===== config.mk =====
export PLATFORM = sky130hd
export DESIGN_NAME = rle_bit_expander
export DESIGN_NICKNAME = d
export VERILOG_FILES = /design/src/rtl/rle_exp_pkg.sv /design/src/rtl/rle_exp_dp.sv /design/src/rtl/rle_exp_ctl.sv /design/src/rtl/rle_bit_expander.sv
export SDC_FILE = /design/constraint.sdc
export NUM_CORES = 1
export LEC_CHECK = 0
export BUFFER_PORTS_ARGS = -buffer_cell sky130_fd_sc_hd__buf_2
export CAP_MARGIN = 20
export CORE_MARGIN = 2
export CORE_UTILIZATION = 45
export DETAILED_ROUTE_END_ITERATION = 8
export PLACE_DENSITY = 0.64
export SLEW_MARGIN = 25
export SYNTH_ARGS = -nofsm -noshare
export SYNTH_HDL_FRONTEND = slang
export SYNTH_SLANG_ARGS = --single-unit

===== constraint.sdc =====
create_clock -name clk -period 2.35 [get_ports clk]
set_input_delay 0.705 -clock clk [delete_from_list [all_inputs] [get_ports clk]]
set_output_delay 0.705 -clock clk [all_outputs]
set_load 0.01 [all_outputs]

===== src/rtl/rle_exp_pkg.sv =====
package rle_exp_pkg;
  // strobes from control to datapath
  typedef struct packed {
    logic load;     // capture the decoded code
    logic step;     // one run bit handed off
    logic selTerm;  // drive the terminator bit
  } rleStrobe_t;

  typedef enum logic [1:0] {
    ST_IDLE = 2'd0,
    ST_RUN  = 2'd1,
    ST_TERM = 2'd2
  } rleState_t;
endpackage


===== src/rtl/rle_exp_dp.sv =====
module rle_exp_dp
  import rle_exp_pkg::*;
#(
  parameter int CODE_W   = 8,
  parameter int ONES_MAX = 226
) (
  input  logic              clk,
  input  logic              rstN,
  input  rleStrobe_t        strobe,
  input  logic [CODE_W-1:0] inByte,
  output logic              decLenZero,
  output logic              decTerm,
  output logic              cntLast,
  output logic              termPend,
  output logic              outBit
);
  localparam logic [CODE_W-1:0] ONES_LIM  = CODE_W'(ONES_MAX);
  localparam logic [CODE_W-1:0] NO_TERM   = CODE_W'(ONES_MAX + 1);
  localparam logic [CODE_W-1:0] ZERO_BASE = CODE_W'(ONES_MAX + 2);
  localparam logic [CODE_W-1:0] LAST_CODE = {CODE_W{1'b1}};

  logic [CODE_W-1:0] decLen;
  logic              decRunBit;
  logic              decTermBit;

  logic [CODE_W-1:0] runCnt;
  logic              runBit;
  logic              termBit;

  // code class decode
  always_comb begin
    decLen     = '0;
    decRunBit  = 1'b1;
    decTerm    = 1'b0;
    decTermBit = 1'b1;
    if (inByte == '0) begin
      decLen = '0;
    end else if (inByte <= ONES_LIM) begin
      decLen     = inByte;
      decTerm    = 1'b1;
      decTermBit = 1'b0;
    end else if (inByte == NO_TERM) begin
      decLen = ONES_LIM;
    end else if (inByte != LAST_CODE) begin
      decLen     = inByte - ZERO_BASE;
      decRunBit  = 1'b0;
      decTerm    = 1'b1;
      decTermBit = 1'b1;
    end else begin
      decTerm    = 1'b1;
      decTermBit = 1'b1;
    end
  end

  assign decLenZero = (decLen == '0);

  always_ff @(posedge clk or negedge rstN) begin
    if (!rstN) begin
      runCnt   <= '0;
      runBit   <= 1'b0;
      termBit  <= 1'b0;
      termPend <= 1'b0;
    end else if (strobe.load) begin
      runCnt   <= decLen;
      runBit   <= decRunBit;
      termBit  <= decTermBit;
      termPend <= decTerm;
    end else if (strobe.step) begin
      runCnt <= runCnt - 1'b1;
    end
  end

  assign cntLast = (runCnt == CODE_W'(1));
  assign outBit  = strobe.selTerm ? termBit : runBit;


  run_load_chk: assert property (@(posedge clk) disable iff (!rstN)
    (strobe.load && inByte != '0 && inByte <= ONES_LIM) |=> (runCnt == $past(inByte)));

  no_underflow_chk: assert property (@(posedge clk) disable iff (!rstN)
    strobe.step |-> (runCnt != '0));
endmodule


===== src/rtl/rle_exp_ctl.sv =====
module rle_exp_ctl
  import rle_exp_pkg::*;
(
  input  logic       clk,
  input  logic       rstN,
  input  logic       inValid,
  input  logic       outReady,
  input  logic       decLenZero,
  input  logic       decTerm,
  input  logic       cntLast,
  input  logic       termPend,
  output logic       inReady,
  output logic       outValid,
  output rleStrobe_t strobe
);
  rleState_t state, stateNext;

  always_comb begin
    stateNext = state;
    strobe    = '0;
    inReady   = 1'b0;
    outValid  = 1'b0;
    unique case (state)
      ST_IDLE: begin
        inReady = 1'b1;
        if (inValid) begin
          strobe.load = 1'b1;
          if (!decLenZero)  stateNext = ST_RUN;
          else if (decTerm) stateNext = ST_TERM;
        end
      end
      ST_RUN: begin
        outValid = 1'b1;
        if (outReady) begin
          strobe.step = 1'b1;
          if (cntLast) stateNext = termPend ? ST_TERM : ST_IDLE;
        end
      end
      ST_TERM: begin
        outValid       = 1'b1;
        strobe.selTerm = 1'b1;
        if (outReady) stateNext = ST_IDLE;
      end
      default: stateNext = ST_IDLE;
    endcase
  end

  always_ff @(posedge clk or negedge rstN) begin
    if (!rstN) state <= ST_IDLE;
    else       state <= stateNext;
  end


  term_release_chk: assert property (@(posedge clk) disable iff (!rstN)
    (strobe.selTerm && outReady) |=> (inReady && !outValid));

  run_hold_chk: assert property (@(posedge clk) disable iff (!rstN)
    (strobe.step && !cntLast) |=> (outValid && !inReady));
endmodule


===== src/rtl/rle_bit_expander.sv =====
module rle_bit_expander
  import rle_exp_pkg::*;
#(
  parameter int CODE_W   = 8,
  parameter int ONES_MAX = 226
) (
  input  logic              clk,
  input  logic              rstN,
  input  logic              inValid,
  input  logic [CODE_W-1:0] inByte,
  output logic              inReady,
  output logic              outValid,
  output logic              outBit,
  input  logic              outReady
);
  localparam logic [CODE_W-1:0] NO_TERM   = CODE_W'(ONES_MAX + 1);
  localparam logic [CODE_W-1:0] ZERO_BASE = CODE_W'(ONES_MAX + 2);

  rleStrobe_t strobe;
  logic decLenZero, decTerm, cntLast, termPend;

  rle_exp_ctl ctl_i (
    .clk(clk), .rstN(rstN), .inValid(inValid), .outReady(outReady),
    .decLenZero(decLenZero), .decTerm(decTerm), .cntLast(cntLast),
    .termPend(termPend), .inReady(inReady), .outValid(outValid), .strobe(strobe)
  );

  rle_exp_dp #(.CODE_W(CODE_W), .ONES_MAX(ONES_MAX)) dp_i (
    .clk(clk), .rstN(rstN), .strobe(strobe), .inByte(inByte),
    .decLenZero(decLenZero), .decTerm(decTerm), .cntLast(cntLast),
    .termPend(termPend), .outBit(outBit)
  );


  stall_hold_chk: assert property (@(posedge clk) disable iff (!rstN)
    (outValid && !outReady) |=> (outValid && $stable(outBit)));

  zero_code_chk: assert property (@(posedge clk) disable iff (!rstN)
    (inValid && inReady && inByte == '0) |=> (inReady && !outValid));

  single_one_chk: assert property (@(posedge clk) disable iff (!rstN)
    (inValid && inReady && inByte == {CODE_W{1'b1}}) |=> (outValid && outBit));

  zero_base_chk: assert property (@(posedge clk) disable iff (!rstN)
    (inValid && inReady && inByte == ZERO_BASE) |=> (outValid && outBit));

  no_term_chk: assert property (@(posedge clk) disable iff (!rstN)
    (inValid && inReady && inByte == NO_TERM) |=> (outValid && outBit));
endmodule


==> run metrics, run 1 <==
status=complete, no violations; period utilization=roughly 94%; Worst-Margin Slew=between 400 and 500 ps; uppermost routed layer=met4; number of global-route vias before repair=952; core area=around 2200 sq um; synthesized cell area=1080 sq um; synth unique cells=47; Setup-failing EPs final=0; Initial Utilization=between 40% and 50%; Multi-input gate area=~710 sq um; met3 WL=about 130 microns; DP Cell Count=~180; crit end category=register; Synth Instances=124; final number of max-transition violations=0; CTS Sinks=13; post_cts resized=0; max-cap violation count=0; Worst-path clk slew=approximately 100 ps; clk_lat worst skew=280 ps; Required @ worst endpoint=between 2000 and 2500 ps; RSZ-0062 raised after global routing=no; root buffer cell=clkbuf_4; row count=17; Worst R2R Setup Slack=340 ps; NumNets Final=roughly 170; critical-path cell list=buf_2 -> inv_1 -> ha_2 -> or4b_4 -> nor2_1 -> o32ai_1 -> nor4b_2 -> o32ai_1; global-route wire length before repair=about 4.4 mm; Worst Skew=between 10 and 15 ps; Post-CTS Setup Inserts=0; wire length on met1=between 1 and 1.5 mm; met2 WL=between 1 and 1.5 mm; largest area contributor in the netlist=dfrtp_1; ant diodes=0; fill count=221; Top FF cell, synth=dfrtp_1; Max VDD drop=0.000918 V; DIE HEIGHT=approximately 53 microns; Power Dens Cells=around 860 nW/um^2; Seq/Total Area, Yosys=30.1%; IO Port Bufs=14; Die Area=roughly 2800 sq um; pin count of the biggest net entering global routing=14; clk buf depth=2; drt drc=0; highest-count cells in the layout ignoring fill and taps=buf_2 (14), nand2_1 (13), dfrtp_1 (13), buf_4 (13); Critical R2R Capture=dp_i.runCnt[5]; Startpoint Class=primary input; DRT Pass-1 Iters=4; Inserted Clock Buffers=3; initial DRC count=20; Non-Filler Instances=between 150 and 200; HP Class=in -> async; Pwr Total=around 1100 uW; Fin Setup TNS=0 ps; most common cell after layout, fill and taps aside=buf_2; final wirelength=about 2.7 mm; number of synthesized flops with an enable pin=0; crit path time final=~2200 ps; Slew HR=about two thirds; Fmax=roughly 450 MHz; crit-path max cell delay=approximately 490 ps; Pleak=roughly 0.00055 uW; yosys warns=0; WS Path Type=in -> reg; DP HPWL=~2.1 mm; FF+latch area=around 330 sq um; initial antenna violation count=0; Die Width=53.0 microns; Seq cells post-synth=13; post-route cell area=1290 sq um; placed standard-cell area=approximately 1300 sq um; Crit Path Max Fanout=6; via count=approximately 1000; worst reg-to-reg path cell count=7; Ports=15; GRT Total Usage=around 22%; layout cell share with drive strength beyond 1=27.8%; Slowest-stage cell, CP=or4b_4; Routed WL per cell=~15 microns; CTS tree=done; Final ANT Viol Nets=0; Final Hold Fails=0; average size of a mapped cell=slightly below 9 sq um; Mapped Nets=between 100 and 150; r2r startpoint=ctl_i.state[1]; post-synthesis async set-or-reset flop share=100%; most frequent CP cell=o32ai_1; Synth area leaders=dfrtp_1 (30%), ha_1 (9.2%), nand2_1 (4.5%); GP Congestion=approximately 0.87; H-tree Lvls=1; hold_buf cts=0; Yosys top cell area share=around 30%; post-DR vias/cell=~5.7; Critical Path AT=around 2400 ps; GRT overflow=0; Syn-to-layout area delta=19.0%
## sequential cells by signal, summed over array words and instances (netlist names)
register,cells
ctl_i.state,2
dp_i.termPend,1
dp_i.runBit,1
dp_i.termBit,1
dp_i.runCnt,8
## report_power, final
part           switching, uW  internal [uW]  leakage [uW]
clock network           80.4           65.8     0.0000150
logic                    293            256      0.000382
registers               85.9            327      0.000156
total                    459            648      0.000553
## through the flow
step	hold WS, ps	util [%]	setup WS (ps)
after floorplan	409	-	66.2
after global placement	475	56.4	-94.7
after detailed placement	479	56.4	-154
after CTS	317	57.5	141
after global routing	322	57.6	18.7
final	293	57.6	137
## logic make-up (layout without fill, tap and decap cells)
kind of cell,count (synthesis),after routing,synth area share (%)
compound gates,37,37,23.1
xor+xnor,7,7,5.66
flops,13,13,30.1
buf+inv,11,38,4.86
fa+ha+maj,8,8,9.25
simple gates,45,45,24.0
mux,3,3,3.01
## per-layer routing
metal | GRT usage (%) | vias to the layer above
met4 | 2.56 | 0
met1 | 30.0 | 483
li1 | - | 503
met3 | 4.24 | 2
met2 | 37.7 | 27
met5 | 0 | -
## Yosys cell counts, types with 2 or more instances
cell and number:
dfrtp_1 13, nand2_1 13, nor2_1 9, o21ai_1 9, a21oi_1 8, ha_1 8, inv_1 7, o21ai_0 5
xnor2_1 5, nand3_1 3, clkbuf_1 2, mux2_2 2, nor3_1 2, o22ai_1 2, o32ai_1 2, or4_1 2
xor2_1 2
## worst max-delay path, delay by kind of cell
| kind | cells | cell delay, ps |
|---|---|---|
| adders and majority gates | 1 | 230 |
| AOI/OAI and AO/OA | 2 | 270 |
| and+or+nand+nor | 3 | 950 |
| buffers and inverters | 2 | 200 |
## layout make-up
cell class,count,area share (%)
multi-input cells,100,54.9
flip-flops and latches,13,25.3
repair buffers,27,13.0
well taps,28,2.72
clock buffers,4,2.04
inverters,7,2.04
## worst max path at each step
stage / start / endpoint / slack [ps]
2_1_floorplan: inByte[2] / ctl_i.state[1] / 70
3_3_place_gp: inByte[2] / ctl_i.state[1] / -90
3_5_place_dp: inByte[2] / ctl_i.state[1] / -150
4_1_cts: inByte[2] / ctl_i.state[0] / 140
5_1_grt: inByte[3] / ctl_i.state[0] / 20
6_report: inByte[3] / ctl_i.state[0] / 140
Power figures use the tool's default switching activity.
==> run 2, diff against run 1 <==
Settings changed: CORE_UTILIZATION 45 to 42, PLACE_DENSITY 0.64 to 0.6.
==> run 2 against run 1 <==
Clock power about the same. Sequential share of layout area is 0.19 points lower. Wire length decreased by 1.6%. Clock skew increased by 0.90 ps. Core utilization fell by 4.8 points. Sequential power is essentially flat. Maximum frequency grew 0.71%. Register-to-register slack better by 30 ps. Critical path depth stayed put. Via count grew 3.0%. Hold slack better by 4.8 ps.
==> run metrics, run 2 (synthesis gave the netlist of run 1 again) <==
DP Cell Count=178; core area=between 2000 and 2500 sq um; worst reg-to-reg path cell count=7; Inserted Clock Buffers=3; Setup-failing EPs final=0; Non-Filler Instances=182; Required @ worst endpoint=between 2000 and 3000 ps; HP Class=in -> async; Critical R2R Capture=dp_i.runCnt[5]; Buffers & Inverters on Critical Path=2; Die Area=3000 sq um; Critical Path AT=around 2400 ps; Worst-Margin Slew=464 ps; Final Hold Fails=0; setup ws final=around 150 ps; GP Congestion=roughly 0.85; crit path time final=2200 ps; Startpoint Class=primary input; P_int=around 650 uW; GRT Total Usage=around a fifth; highest-count cells in the layout ignoring fill and taps=buf_2 (14), buf_4 (14), nand2_1 (13), dfrtp_1 (13); final number of max-transition violations=0; fill count=around 240; row count=18; CTS Sinks=13; number of global-route vias before repair=1000; part of the power in registers=between 30% and 40%; Max VDD drop=0.000649 V; DIE HEIGHT=54.8 microns; final wirelength=approximately 2.7 mm; period utilization=93.5%; WS Path Type=in -> reg; Largest regs=dp_i.runCnt (8), ctl_i.state (2); clk buf depth=2; Fmax=approximately 460 MHz; crit end category=register; Biggest register=dp_i.runCnt; Final ANT Viol Nets=0; ant diodes=0; status=complete, no violations; post-DR vias/cell=5.74; Initial Utilization=around 44%; critical-path cell list=buf_2 -> inv_1 -> ha_2 -> or4b_4 -> o21ai_1 -> o22ai_1 -> nor4b_2 -> o221a_1; Routed WL per cell=~15 microns; Die Width=roughly 55 microns; drt drc=0; global-route wire length before repair=4.30 mm; Slew HR=around 70%; Worst-path clk slew=100 ps; IO Port Bufs=14; kind of cell adding the most delay to the critical path=simple AND/OR/NAND/NOR gates; pin count of the biggest net entering global routing=14; Syn-to-layout area delta=19.9%; via count=between 1000 and 1500; post_cts resized=0; Pwr Total=1100 uW; Comb power frac=approximately 49%; root buffer cell=clkbuf_4; GRT overflow=0; Setup WS pre-CTS=-191 ps; max-cap violation count=0; Crit Path Max Fanout=5; crit-path max cell delay=about 480 ps; NumNets Final=between 150 and 200; Worst R2R Setup Slack=roughly 370 ps; Power Dens Cells=about 850 nW/um^2; Pleak=~0.00056 uW; Largest register FFs=8; P_sw=about 450 uW; H-tree Lvls=1; Post-CTS Setup Inserts=0; Sw Ratio=41.0%; clk_lat worst skew=around 280 ps; Slowest-stage cell, CP=or4b_4; RSZ-0062 raised after global routing=no; DP HPWL=roughly 2.1 mm; initial antenna violation count=0; Ports=15; layout cell share with drive strength beyond 1=~28%; initial DRC count=38; Clk pwr share=between 10% and 20%; hold_buf cts=0; Worst Skew=approximately 14 ps; CTS tree=done; DRT Pass-1 Iters=4; r2r startpoint=ctl_i.state[1]
## run 2: cell types whose count changed in the layout (fill, tap and decap cells not counted)
cell / before / now
buf_4: 13 / 14
## run 2: worst max path at each step
stage / startpoint / endpoint / slack (ps) / cells past startpoint
3_3_place_gp: inByte[2] / ctl_i.state[1] / -60 / 8
2_1_floorplan: inByte[2] / ctl_i.state[1] / 70 / 7
5_1_grt: inByte[2] / ctl_i.state[1] / 40 / 8
6_report: inByte[2] / ctl_i.state[1] / 150 / 8
4_1_cts: inByte[2] / ctl_i.state[1] / 110 / 8
3_5_place_dp: inByte[2] / ctl_i.state[1] / -190 / 8
## run 2: worst register-to-register path, stage by stage (launching register included)
cell     delay, ps
dfrtp_1        420
inv_1           90
ha_1           230
nand2_1        140
or4_1          500
nor3_1         220
xnor2_1        150
mux2i_1         80
## run 2: layer usage
layer	track usage (%)	wire, microns	vias up
met4	7.08	13	0
met1	26.0	1320	509
met2	34.1	1270	24
li1	-	-	510
met3	3.01	92	2
met5	0	0	-
## run 2: power by group through the flow
stage,sequential [uW],clock [uW],combinational [uW]
floorplan,394,0,406
global placement,412,0,527
detailed placement,418,0,544
CTS,416,148,547
global route,429,158,615
finish,413,145,543
## run 2: final cells by class
class                           count  area, sq um  share of cell area (%)
Multi-Input combinational cell    100          707                    54.5
Timing Repair Buffer               28          175                    13.5
Sequential cell                    13          325                    25.1
Tap cell                           30         37.5                    2.89
Inverter                            7         26.3                    2.03
Clock buffer                        4         26.3                    2.03
## run 2: stage by stage
| step | util, % | area (sq um) | hold WS (ps) | TNS [ps] |
|---|---|---|---|---|
| final | 52.9 | 1300 | 297 | 0 |
| after global routing | 52.9 | 1300 | 318 | 0 |
| after CTS | 52.8 | 1290 | 310 | 0 |
| after global placement | 51.7 | 1270 | 471 | -109 |
| after detailed placement | 51.7 | 1270 | 490 | -363 |
| after floorplan | - | 1080 | 409 | 0 |
==> run 3, diff against run 2 <==
Settings changed: CORE_MARGIN 2 to unset.
==> run 3 against run 2 <==
Total power grew 0.29%. Highest routed layer unchanged. Register-to-register slack better by 30 ps. Hold slack better by 9.9 ps. Sequential share of layout area is 0.19 points higher. Combinational power grew 0.7%. Non-clock buffer count shrank 1. Die area down 7.2%. Final cell count fell by 0.55%. Largest cell class unchanged. Critical path depth did not move. Final area fell by 0.77%. Sequential power about the same. Wire length decreased by 1.3%.
==> run metrics, run 3 (synthesis gave the netlist of run 1 again) <==
H-tree Lvls=1; P_int=about 650 uW; Initial Utilization=between 40 and 50%; Worst Skew=approximately 5.1 ps; clk buf depth=2; Slew HR=just over 70%; Util after Layout=52.4%; Biggest register=dp_i.runCnt; Final ANT Viol Nets=0; max-cap violation count=0; HP Class=in -> async; Clk pwr share=13.0%; Critical Path AT=roughly 2400 ps; initial antenna violation count=0; Required @ worst endpoint=~2600 ps; post-DR vias/cell=about 5.5; Inserted Clock Buffers=3; GP Congestion=0.864; final wirelength=between 2 and 3 mm; drt drc=0; Die Width=52.8 microns; DP HPWL=2.08 mm; final number of max-transition violations=0; NumNets Final=around 170; Setup-failing EPs final=0; Setup WS pre-CTS=-131 ps; WS Path Type=in -> reg; RSZ-0062 raised after global routing=no; Die Area=about 2800 sq um; r2r startpoint=dp_i.runCnt[1]; Startpoint Class=primary input; DIE HEIGHT=between 50 and 60 microns; highest-count cells in the layout ignoring fill and taps=buf_2 (14), nand2_1 (13), dfrtp_1 (13), buf_4 (13); placed standard-cell area=~1300 sq um; Ports=15; setup ws final=146 ps; Syn-to-layout area delta=19.0%; Pleak=between 0.0005 and 0.0006 uW; post-route cell area=about 1300 sq um; via count=about 1000; Post-CTS Setup Inserts=0; Final Hold Fails=0; Fmax=454 MHz; status=complete, no violations; clk_lat worst skew=~280 ps; crit end category=register; CP Launch Point=inByte[2]; Routed WL per cell=about 15 microns; Worst-Margin Slew=between 400 and 500 ps; part of the power in registers=37.4%; crit path time final=2200 ps; number of global-route vias before repair=945; Sw Ratio=~41%; GRT Total Usage=between 20% and 30%; met3 WL=84 microns; hold_ws=a little over 300 ps; Comb power frac=between 40 and 50%; uppermost routed layer=met4; fill count=around 250; CTS Sinks=13; wire length on met1=around 1.3 mm; global-route wire length before repair=between 4 and 5 mm; P_sw=between 400 and 500 uW; Power Dens Cells=858 nW/um^2; IO Port Bufs=14; Worst-path clk slew=90 ps; Crit Path Max Fanout=5; pin count of the biggest net entering global routing=14; most common cell after layout, fill and taps aside=buf_2; layout cell share with drive strength beyond 1=between 20 and 30%; root buffer cell=clkbuf_4; post_cts resized=0; core area=between 2000 and 2500 sq um; DRT Pass-1 Iters=4; initial DRC count=19; met2 WL=about 1.2 mm; row count=18; GRT overflow=0; Largest regs=dp_i.runCnt (8), ctl_i.state (2); period utilization=about 94%; Max VDD drop=between 0.0007 and 0.0008 V; ant diodes=0; Largest register FFs=8; hold_buf cts=0; CTS tree=done
## run 3: changes by cell type in the layout (fill, tap and decap cells not counted)
cell	change
ha_1	+1
ha_2	-1
buf_4	-1
## run 3: area by class of cell
type / instances / area (sq um) / share of cell area [%]
clock buffers: 4 / 26.3 / 2.04
inverters: 7 / 26.3 / 2.04
multi-input cells: 100 / 704 / 54.7
flip-flops and latches: 13 / 325 / 25.3
well taps: 30 / 37.5 / 2.92
repair buffers: 27 / 168 / 13.0
## run 3: power groups by stage
stage	clock, uW	sequential [uW]	combinational [uW]
2_1_floorplan	0	394	406
3_3_place_gp	0	410	529
3_5_place_dp	0	416	545
4_1_cts	150	412	551
5_1_grt	159	423	612
6_report	144	413	547
## run 3: layer usage
layer	vias to the layer above	track usage (%)
met1	475	27.8
met3	2	5.22
li1	502	-
met5	-	0
met4	0	4.39
met2	17	35.0
## run 3: final timing paths
kind | endpoint | slack (ps) | depth (start not counted)
max in group asynchronous | ctl_i.state[1] | 1800 | 1
setup reg to reg | ctl_i.state[1] | 400 | 7
setup / recovery | ctl_i.state[1] | 150 | 8
hold reg to reg | dp_i.termBit | 500 | 2
min in group clk | dp_i.termBit | 500 | 2
hold / removal | dp_i.termBit | 310 | 1
## run 3: critical path, cell delays in order
cell and delay [ps]:
buf_2 100, inv_1 70, ha_1 220, or4b_4 490, nor2_1 150, o32ai_1 140
nor4b_2 310, o221a_1 230
## run 3: stage by stage
stage / total power, uW / cells / setup TNS (ps)
2_1_floorplan: 800 / 124 / 0
3_3_place_gp: 939 / 177 / -122
3_5_place_dp: 961 / 177 / -241
4_1_cts: 1110 / 181 / 0
5_1_grt: 1190 / 181 / 0
6_report: 1100 / 181 / 0
